==> src/rtl/dma_chan_pkg.sv <==
package dma_chan_pkg;
    localparam int SEL_W = 3;

    localparam logic [SEL_W-1:0] SEL_CTRL  = 3'd0;
    localparam logic [SEL_W-1:0] SEL_FLAGS = 3'd1;
    localparam logic [SEL_W-1:0] SEL_SRC   = 3'd2;
    localparam logic [SEL_W-1:0] SEL_DST   = 3'd3;
    localparam logic [SEL_W-1:0] SEL_CNT   = 3'd4;
    localparam logic [SEL_W-1:0] SEL_RSRC  = 3'd5;
    localparam logic [SEL_W-1:0] SEL_RDST  = 3'd6;
    localparam logic [SEL_W-1:0] SEL_RCNT  = 3'd7;

    localparam int CB_EN   = 0;
    localparam int CB_RLD  = 1;
    localparam int CB_IRQ  = 2;
    localparam int CB_SINC = 3;
    localparam int CB_DINC = 4;
    localparam int CTRL_W  = 5;

    localparam int FB_CTZ = 0;
    localparam int FB_ERR = 1;
    localparam int FLAG_W = 2;

    typedef struct packed {
        logic en;
        logic active;
        logic in_burst;
        logic stop_pend;
        logic rld_en;
        logic irq_en;
        logic src_inc;
        logic dst_inc;
        logic ctz_flag;
        logic err_flag;
    } chan_state_t;
endpackage

==> src/rtl/dma_chan_status.sv <==
module dma_chan_status
    import dma_chan_pkg::*;
(
    input  logic              clk,
    input  logic              rst_n,
    input  logic              ctrl_wr,
    input  logic [CTRL_W-1:0] ctrl_bits,
    input  logic              flag_wr,
    input  logic [FLAG_W-1:0] flag_bits,
    input  logic              burst_start,
    input  logic              burst_done,
    input  logic              bus_err,
    input  logic              ctz_now,
    output logic              en,
    output logic              active,
    output logic              in_burst,
    output logic              rld_en,
    output logic              irq_en,
    output logic              src_inc,
    output logic              dst_inc,
    output logic              ctz_flag,
    output logic              err_flag
);
    chan_state_t st_d, st_q;
    logic        dis_req;
    logic        ctz_stop;
    logic        term;

    always_comb begin
        st_d     = st_q;
        dis_req  = ctrl_wr && !ctrl_bits[CB_EN] && st_q.active;
        ctz_stop = ctz_now && !st_q.rld_en;
        term     = 1'b0;

        if (ctrl_wr) begin
            st_d.en      = ctrl_bits[CB_EN];
            st_d.rld_en  = ctrl_bits[CB_RLD];
            st_d.irq_en  = ctrl_bits[CB_IRQ];
            st_d.src_inc = ctrl_bits[CB_SINC];
            st_d.dst_inc = ctrl_bits[CB_DINC];
        end
        if (flag_wr) begin
            if (flag_bits[FB_CTZ]) st_d.ctz_flag = 1'b0;
            if (flag_bits[FB_ERR]) st_d.err_flag = 1'b0;
        end

        if (st_q.active) begin
            if (burst_start && !st_q.in_burst) st_d.in_burst = 1'b1;
            if (burst_done)                    st_d.in_burst = 1'b0;
            if (bus_err) begin
                st_d.active    = 1'b0;
                st_d.en        = 1'b0;
                st_d.in_burst  = 1'b0;
                st_d.stop_pend = 1'b0;
                st_d.err_flag  = 1'b1;
            end else begin
                term = st_q.stop_pend || ctz_stop || dis_req;
                if (term && (burst_done || !st_q.in_burst)) begin
                    st_d.active    = 1'b0;
                    st_d.en        = 1'b0;
                    st_d.in_burst  = 1'b0;
                    st_d.stop_pend = 1'b0;
                end else begin
                    st_d.stop_pend = term;
                end
            end
        end else if (ctrl_wr && ctrl_bits[CB_EN]) begin
            st_d.active = 1'b1;
        end

        if (ctz_now && st_q.irq_en) st_d.ctz_flag = 1'b1;
    end

    always_ff @(posedge clk or negedge rst_n) begin
        if (!rst_n) st_q <= '0;
        else        st_q <= st_d;
    end

    assign en       = st_q.en;
    assign active   = st_q.active;
    assign in_burst = st_q.in_burst;
    assign rld_en   = st_q.rld_en;
    assign irq_en   = st_q.irq_en;
    assign src_inc  = st_q.src_inc;
    assign dst_inc  = st_q.dst_inc;
    assign ctz_flag = st_q.ctz_flag;
    assign err_flag = st_q.err_flag;
endmodule

==> src/rtl/dma_chan_xfer.sv <==
module dma_chan_xfer
    import dma_chan_pkg::*;
#(
    parameter int ADDR_W = 32,
    parameter int CNT_W  = 24,
    parameter int BEAT_W = 3
) (
    input  logic              clk,
    input  logic              rst_n,
    input  logic              active,
    input  logic              bus_err,
    input  logic              beat_valid,
    input  logic [BEAT_W-1:0] beat_bytes,
    input  logic              rld_en,
    input  logic              src_inc,
    input  logic              dst_inc,
    input  logic              wr_en,
    input  logic [SEL_W-1:0]  wr_addr,
    input  logic [ADDR_W-1:0] wr_data,
    output logic [ADDR_W-1:0] src_addr,
    output logic [ADDR_W-1:0] dst_addr,
    output logic [CNT_W-1:0]  byte_count,
    output logic              ctz_now
);
    localparam int NPTR = 2;

    typedef struct packed {
        logic [NPTR-1:0][ADDR_W-1:0] ptr;
        logic [NPTR-1:0][ADDR_W-1:0] rld_ptr;
        logic [CNT_W-1:0]            cnt;
        logic [CNT_W-1:0]            rld_cnt;
    } xfer_t;

    xfer_t             x_d, x_q;
    logic              beat_ok;
    logic [CNT_W-1:0]  step_cnt;
    logic [ADDR_W-1:0] step_adr;
    logic [NPTR-1:0]   inc_on;
    logic [NPTR-1:0][SEL_W-1:0] sel_wk;
    logic [NPTR-1:0][SEL_W-1:0] sel_rl;

    assign step_cnt = {{(CNT_W-BEAT_W){1'b0}}, beat_bytes};
    assign step_adr = {{(ADDR_W-BEAT_W){1'b0}}, beat_bytes};
    assign beat_ok  = beat_valid && active && !bus_err;
    assign ctz_now  = beat_ok && (x_q.cnt <= step_cnt);
    assign inc_on   = {dst_inc, src_inc};
    assign sel_wk   = {SEL_DST, SEL_SRC};
    assign sel_rl   = {SEL_RDST, SEL_RSRC};

    always_comb begin
        x_d = x_q;
        if (wr_en) begin
            for (int i = 0; i < NPTR; i++) begin
                if (wr_addr == sel_wk[i]) x_d.ptr[i]     = wr_data;
                if (wr_addr == sel_rl[i]) x_d.rld_ptr[i] = wr_data;
            end
            if (wr_addr == SEL_CNT)  x_d.cnt     = wr_data[CNT_W-1:0];
            if (wr_addr == SEL_RCNT) x_d.rld_cnt = wr_data[CNT_W-1:0];
        end
        if (beat_ok) begin
            if (ctz_now && rld_en) begin
                x_d.ptr = x_q.rld_ptr;
                x_d.cnt = x_q.rld_cnt;
            end else begin
                x_d.cnt = ctz_now ? '0 : (x_q.cnt - step_cnt);
                for (int i = 0; i < NPTR; i++) begin
                    if (inc_on[i]) x_d.ptr[i] = x_q.ptr[i] + step_adr;
                end
            end
        end
    end

    always_ff @(posedge clk or negedge rst_n) begin
        if (!rst_n) x_q <= '0;
        else        x_q <= x_d;
    end

    assign src_addr   = x_q.ptr[0];
    assign dst_addr   = x_q.ptr[1];
    assign byte_count = x_q.cnt;
endmodule

==> src/rtl/dma_chan_ctrl.sv <==
module dma_chan_ctrl
    import dma_chan_pkg::*;
#(
    parameter int ADDR_W = 32,
    parameter int CNT_W  = 24,
    parameter int BEAT_W = 3
) (
    input  logic              clk,
    input  logic              rst_n,
    input  logic              wr_en,
    input  logic [2:0]        wr_addr,
    input  logic [ADDR_W-1:0] wr_data,
    input  logic              burst_start,
    input  logic              burst_done,
    input  logic              beat_valid,
    input  logic [BEAT_W-1:0] beat_bytes,
    input  logic              bus_err,
    output logic              chan_en,
    output logic              chan_active,
    output logic [ADDR_W-1:0] src_addr,
    output logic [ADDR_W-1:0] dst_addr,
    output logic [CNT_W-1:0]  byte_count,
    output logic              ctz_irq,
    output logic              err_flag
);
    logic ctrl_wr, flag_wr, ctz_now, in_burst;
    logic rld_en, irq_en, src_inc, dst_inc;

    assign ctrl_wr = wr_en && (wr_addr == SEL_CTRL);
    assign flag_wr = wr_en && (wr_addr == SEL_FLAGS);

    dma_chan_status u_status (
        .clk         (clk),
        .rst_n       (rst_n),
        .ctrl_wr     (ctrl_wr),
        .ctrl_bits   (wr_data[CTRL_W-1:0]),
        .flag_wr     (flag_wr),
        .flag_bits   (wr_data[FLAG_W-1:0]),
        .burst_start (burst_start),
        .burst_done  (burst_done),
        .bus_err     (bus_err),
        .ctz_now     (ctz_now),
        .en          (chan_en),
        .active      (chan_active),
        .in_burst    (in_burst),
        .rld_en      (rld_en),
        .irq_en      (irq_en),
        .src_inc     (src_inc),
        .dst_inc     (dst_inc),
        .ctz_flag    (ctz_irq),
        .err_flag    (err_flag)
    );

    dma_chan_xfer #(
        .ADDR_W (ADDR_W),
        .CNT_W  (CNT_W),
        .BEAT_W (BEAT_W)
    ) u_xfer (
        .clk        (clk),
        .rst_n      (rst_n),
        .active     (chan_active),
        .bus_err    (bus_err),
        .beat_valid (beat_valid),
        .beat_bytes (beat_bytes),
        .rld_en     (rld_en),
        .src_inc    (src_inc),
        .dst_inc    (dst_inc),
        .wr_en      (wr_en),
        .wr_addr    (wr_addr),
        .wr_data    (wr_data),
        .src_addr   (src_addr),
        .dst_addr   (dst_addr),
        .byte_count (byte_count),
        .ctz_now    (ctz_now)
    );
endmodule

==> config.mk <==
export PLATFORM = sky130hd
export DESIGN_NAME = dma_chan_ctrl
export DESIGN_NICKNAME = d
export VERILOG_FILES = /design/src/rtl/dma_chan_pkg.sv /design/src/rtl/dma_chan_status.sv /design/src/rtl/dma_chan_xfer.sv /design/src/rtl/dma_chan_ctrl.sv
export SDC_FILE = /design/constraint.sdc
export NUM_CORES = 1
export LEC_CHECK = 0
export BUFFER_PORTS_ARGS = -buffer_cell sky130_fd_sc_hd__buf_2
export CORE_UTILIZATION = 32
export CTS_CLUSTER_DIAMETER = 60
export DETAILED_ROUTE_END_ITERATION = 6
export SYNTH_ARGS = -nofsm -noshare
export SYNTH_HDL_FRONTEND = slang
export SYNTH_SLANG_ARGS = --single-unit
export TNS_END_PERCENT = 50
==> constraint.sdc <==
create_clock -name clk -period 2.75 [get_ports clk]
set_clock_uncertainty 0.2 [all_clocks]
set_input_delay 0.4125 -clock clk [delete_from_list [all_inputs] [get_ports clk]]
set_output_delay 0.4125 -clock clk [all_outputs]
set_load 0.02 [all_outputs]
[Yosys cells after proc, flatten, opt, wreduce, memory -nomap -nowiden]
Cells that the tools add are included.
Cells by class
  add/sub/neg operators: 3
  $mul: 0
  div/mod/pow operators: 0
  order comparisons: 1
  equal/unequal tests: 7
  shift operators: 0
  muxes and demuxes: 29
  bitwise logic cells: 0
  reductions and logical operators: 32
Operator list (number)
  $mux 32: 6
  $mux 176: 1
  $mux 64: 2
  $mux 24: 5
  $add 32x3->32: 2
  $le 24x3->1: 1
  $sub 24x3->24: 1
  $logic_and 1x1->1: 13
  $eq 3x3->1 const B: 4
  $mux 1: 12
  $reduce_and 2->1: 6
  $reduce_bool 2->1: 4
  $eq 3x2->1 const B: 2
  $logic_not 1->1: 4
  $mux 4: 1
  $reduce_bool 4->1: 1
  $eq 3x1->1 const B: 1
  $logic_not 3->1: 1
  $logic_or 1x1->1: 3
  $mux 3: 1
  $mux 2: 1
Storage, ports and cells
  register bits: 186
  bits in latches: 0
  memory bits (writable): 0
  memory bits (read-only): 0
  bits of input ports: 45
  logic and storage cells: 88
  memories: 0

[Depth between registers and ports, before layout]
  depth after elaboration: 10
  mapped depth: 13
  depth with buffers taken out: 10

[Cells and area by module]
From an unflattened synthesis, not the netlist that was laid out.
Unflattened totals
  cell total of the unflattened synthesis: 1166
  area, all modules: 11131.9 µm²
Modules (own cells, without submodules)
  dma_chan_xfer: times used 1, cells each 1128, area an instance 10672.7 µm², sequential area each 4404.2 µm²
  dma_chan_status: times used 1, cells each 36, area an instance 431.7 µm², sequential area each 250.2 µm²
  dma_chan_ctrl: times used 1, cells each 2, area an instance 27.5 µm², sequential area each 0.0 µm²

[Worst setup path after synthesis]
OpenSTA, ideal clock, no wires.
  path kind: reg2reg
  start: reg u_xfer.x_q (netlist bit u_xfer.byte_count[0])
  end: reg u_xfer.x_q (netlist bit u_xfer.dst_addr[24])
  setup time: 0.084 ns
  arrival time: 2.527 ns
  required time: 2.466 ns
  slack: -0.061 ns
  cell stages (with the launch flop): 14
  period minus slack after synthesis: 2.811 ns
  cells stage by stage: dfrtp_1 -> inv_1 -> ha_1 -> inv_1 -> fa_1 -> a211oi_1 -> o211a_1 -> and2_1 -> buf_4 -> and3_1 -> buf_4 -> o21ai_4 -> buf_6 -> a22oi_2
RTL lines
  start, declared: line dma_chan_xfer.sv:34  | xfer_t x_d, x_q;
  start signal, assigned: line dma_chan_xfer.sv:74  | if (!rst_n) x_q <= '0;
  start signal, assigned: line dma_chan_xfer.sv:75  | else x_q <= x_d;

==> impl_metrics.py <==
metrics = {
    "synthesis": {
        "synth_seq_cells": 186,
        "synth_xor_area_share_pct": 4.51,
        "syn_inst": 1123,
        "synth.top_cell.area_share_pct": 41.4,
        "ys_types": 67,
        "ys_seq_area_share_pct": 41.4,
        "yosys.area_share.simple_pct": 12.8,
        "yosys_warnings": 0,
        "netlist_top_cells_count": "dfrtp_1 (186), mux2_2 (94), buf_4 (90)",
        "yosysTopAreaCell": "dfrtp_1",
        "yosys-mux-area-fraction_pct": 15.1,
        "synth_area_leaders": "dfrtp_1 (41%), mux2_2 (9.4%), buf_4 (6.0%), mux2i_1 (5.7%), xnor2_1 (2.8%)",
        "synth_top_family_by_area": "compound AO/OA/AOI/OAI gates",
        "synthAdderAreaFrac_pct": 1.53,
        "synth_compound_area_share_pct": 15.6,
        "synth.avg_cell_area_um2": 10.0,
        "synth-edff-count": 0,
        "yosysMostFrequentCell": "dfrtp_1",
        "netlist_area_um2": 11300,
        "synthFlopType": "dfrtp_1",
        "synthArstFlopShare_pct": 100,
        "syn_nets": 1180,
    },
    "clock_tree": {
        "cts.sinks": 186,
        "insertion_delay_ps": 450,
        "clockBufferDepth": 2,
        "root_buffer": "clkbuf_16",
        "cts.clk_slew.worst_paths_ps": 70,
        "htree_levels": 4,
        "cts_tree": "built",
        "numCtsBuffers": 17,
    },
    "sta": {
        "finalWorstSetupSlack_ps": 91.7,
        "finalSetupViolCount": 0,
        "worst_pin_slew_ps": 670,
        "slew_viol_final": 0,
        "slew_headroom_pct": 55.3,
        "max_freq_ghz": 0.376,
        "period_share_pct": 96.7,
        "timing.final.crit_period_ps": 2660,
        "holdWs_ps": 60.2,
        "hold_viol_final": 0,
    },
    "cells_and_area": {
        "final_cell_count_no_fill": 1707,
        "multi_input_area_um2": 5710,
        "fill_cells": 3470,
        "final_util_pct": 38.6,
        "final_area_um2": 13400,
        "regArea_um2": 4650,
        "area_growth_pct": 18.6,
        "drive_above_1_share_pct": 33.6,
        "finalNetCount": 1297,
        "antenna_cells": 0,
    },
    "outcome": {
        "status": "complete, no violations",
    },
    "die": {
        "rows": 68,
        "die_w_um": 190,
        "io_pins": 137,
        "coreArea_um2": 34500,
        "start_util_pct": 32.6,
        "die_h_um": 190,
        "die_area_um2": 35900,
    },
    "pwr": {
        "power_density_nw_per_um2": 715,
        "p_leak_nw": 5.90,
        "peakVddDrop_v": 0.000390,
    },
    "worst_setup_path": {
        "path_max_fanout": 4,
        "cp_common_cell": "inv_2",
        "endpoint_kind": "flip-flop",
        "crit_chain": "inv_2 > ha_4 > inv_2 > fa_2 > a211oi_2 > o211a_1 > and2_4 > and3_4 > buf_6 > buf_4 > nor3_1 > a21o_1",
        "critPathLaunchType": "flip-flop",
        "r2r.worst_path.cells": 12,
        "worstPathRequired_ps": 2890,
        "slowest_delay_ps": 400,
        "arrival_ps": 2800,
        "cp_slowest_cell": "dfrtp_1",
        "critPathKind": "reg -> reg",
    },
    "drt": {
        "drtIter0Drc": 725,
        "route.detailed.drc": 0,
        "via_count": 9385,
        "dr.pass1.iters": 5,
        "drtAntennaViolNets": 0,
        "routed_wl_um": 36400,
        "routedWlPerCell_um": 21.4,
        "vias_per_cell": 5.50,
    },
    "global_routing": {
        "grt_pass1_wl_um": 56300,
        "grtUsageTotal_pct": 20.7,
        "grt_max_degree": 68,
        "grt_overflow": 0,
        "grt_pass1_vias": 9170,
        "antenna_found_initial": 2,
    },
    "min_path": {
        "holdPathStages": 2,
        "hp-class": "in -> reg",
    },
    "placement": {
        "dp.cells": 1668,
        "dpl.hpwl_um": 26400,
        "dpl_cell_area_um2": 12600,
        "port_buffers": 136,
        "place_congestion": 0.853,
        "place_ws_ps": -201,
    },
    "run": {
        "drv_cap": 0,
    },
}
## final cells by class
type                            count  share of cell area, %
Timing Repair Buffer              254                   13.2
Clock inverter                     13                   1.13
Multi-Input combinational cell    762                   42.7
Sequential cell                   186                   34.9
Tap cell                          455                   4.26
Clock buffer                       18                   3.29
Inverter                           19                  0.534
## path summary, 6_finish.rpt
path / slack, ps / start / endpoint
worst min-delay path: 60 / wr_data[29] / u_xfer.x_q[109]
max in group asynchronous: 1300 / rst_n / u_xfer.x_q[74]
worst max-delay path: 90 / u_xfer.byte_count[0] / u_xfer.src_addr[17]
worst min register to register: 280 / u_xfer.x_q[76] / u_xfer.src_addr[28]
min in group asynchronous: 330 / rst_n / u_xfer.x_q[9]
worst max register to register: 90 / u_xfer.byte_count[0] / u_xfer.src_addr[17]
## repair_timing
item / in CTS / in global routing
hold buffers: 1 / 0
setup endpoints to repair: 63 / 84
buffers inserted: 1 / 6
gates resized for setup: 8 / 25
pin swaps: 2 / 11
endpoints found under the hold margin: 63 / 0
## cell usage in the layout, fill, tap and decap left out, types with 6 or more instances in the layout
cell type  Yosys  layout
a211oi_1       9       8
a21oi_1       60      59
a221o_1        6       6
a22oi_1       19      19
a22oi_2        8       8
a311oi_1       9       9
and3_1        13      11
and4_1         8       8
buf_12         0      13
buf_2         13     135
buf_4         90      99
clkbuf_16      0      17
dfrtp_1      186     186
ha_1           9       7
inv_1         19      17
mux2_2        94      94
mux2i_1       64      64
nand2_1       61      60
nand3_1       34      32
nand4_1       21      21
nor2_1        49      47
nor2b_1        9       9
nor3_1        27      23
nor4_1         9       9
o21a_1         7       7
o21ai_0       51      50
o22ai_1       40      40
o32ai_1        7       7
xnor2_1       36      36
xor2_1        22      22
## through the flow
step | setup TNS [ps] | power (mW)
final | 0 | 9.55
after global routing | -21.9 | 10.1
after CTS | -0.677 | 9.54
after detailed placement | -6480 | 7.00
after global placement | -4950 | 6.94
after floorplan | -8.24 | 6.14
## logic make-up (layout without fill, tap and decap cells)
| group | after synthesis | in the layout |
|---|---|---|
| and+or+nand+nor | 273 | 273 |
| AOI/OAI and AO/OA | 261 | 261 |
| DFF | 186 | 186 |
| buffers and inverters | 175 | 304 |
| muxes | 158 | 158 |
| xor gates and xnor gates | 58 | 58 |
| adders and majority gates | 12 | 12 |
## metal layers
metal,wire length [um],vias to the layer above,GRT usage (%),part of all wire (%)
met5,10,-,0,0.027
met4,933,2,7.01,2.6
met3,2070,53,4.15,5.7
met2,17400,297,33.7,48
met1,16000,4724,27.3,44
li1,-,4309,-,-
## state kept, by name, indices dropped and copies added (netlist names)
register and cells:
u_xfer.x_q 88, u_xfer.dst_addr 32, u_xfer.src_addr 32, u_xfer.byte_count 24, u_status.active 1, u_status.ctz_flag 1
u_status.dst_inc 1, u_status.en 1, u_status.err_flag 1, u_status.in_burst 1, u_status.irq_en 1, u_status.rld_en 1
u_status.src_inc 1, u_status.st_q 1
## where the power goes
part	internal, mW	switching (mW)
registers	3.35	0.626
logic	1.40	1.67
clock network	1.31	1.20
## critical path: cells and delay by family (launching register included)
kind,cells,cell delay (ps)
buffers and inverters,4,370
AO/OA/AOI/OAI,3,630
adder cells (fa/ha/maj),2,510
AND/OR/NAND/NOR,3,420
flip-flops,1,400
(Power assumes the default switching activity.)
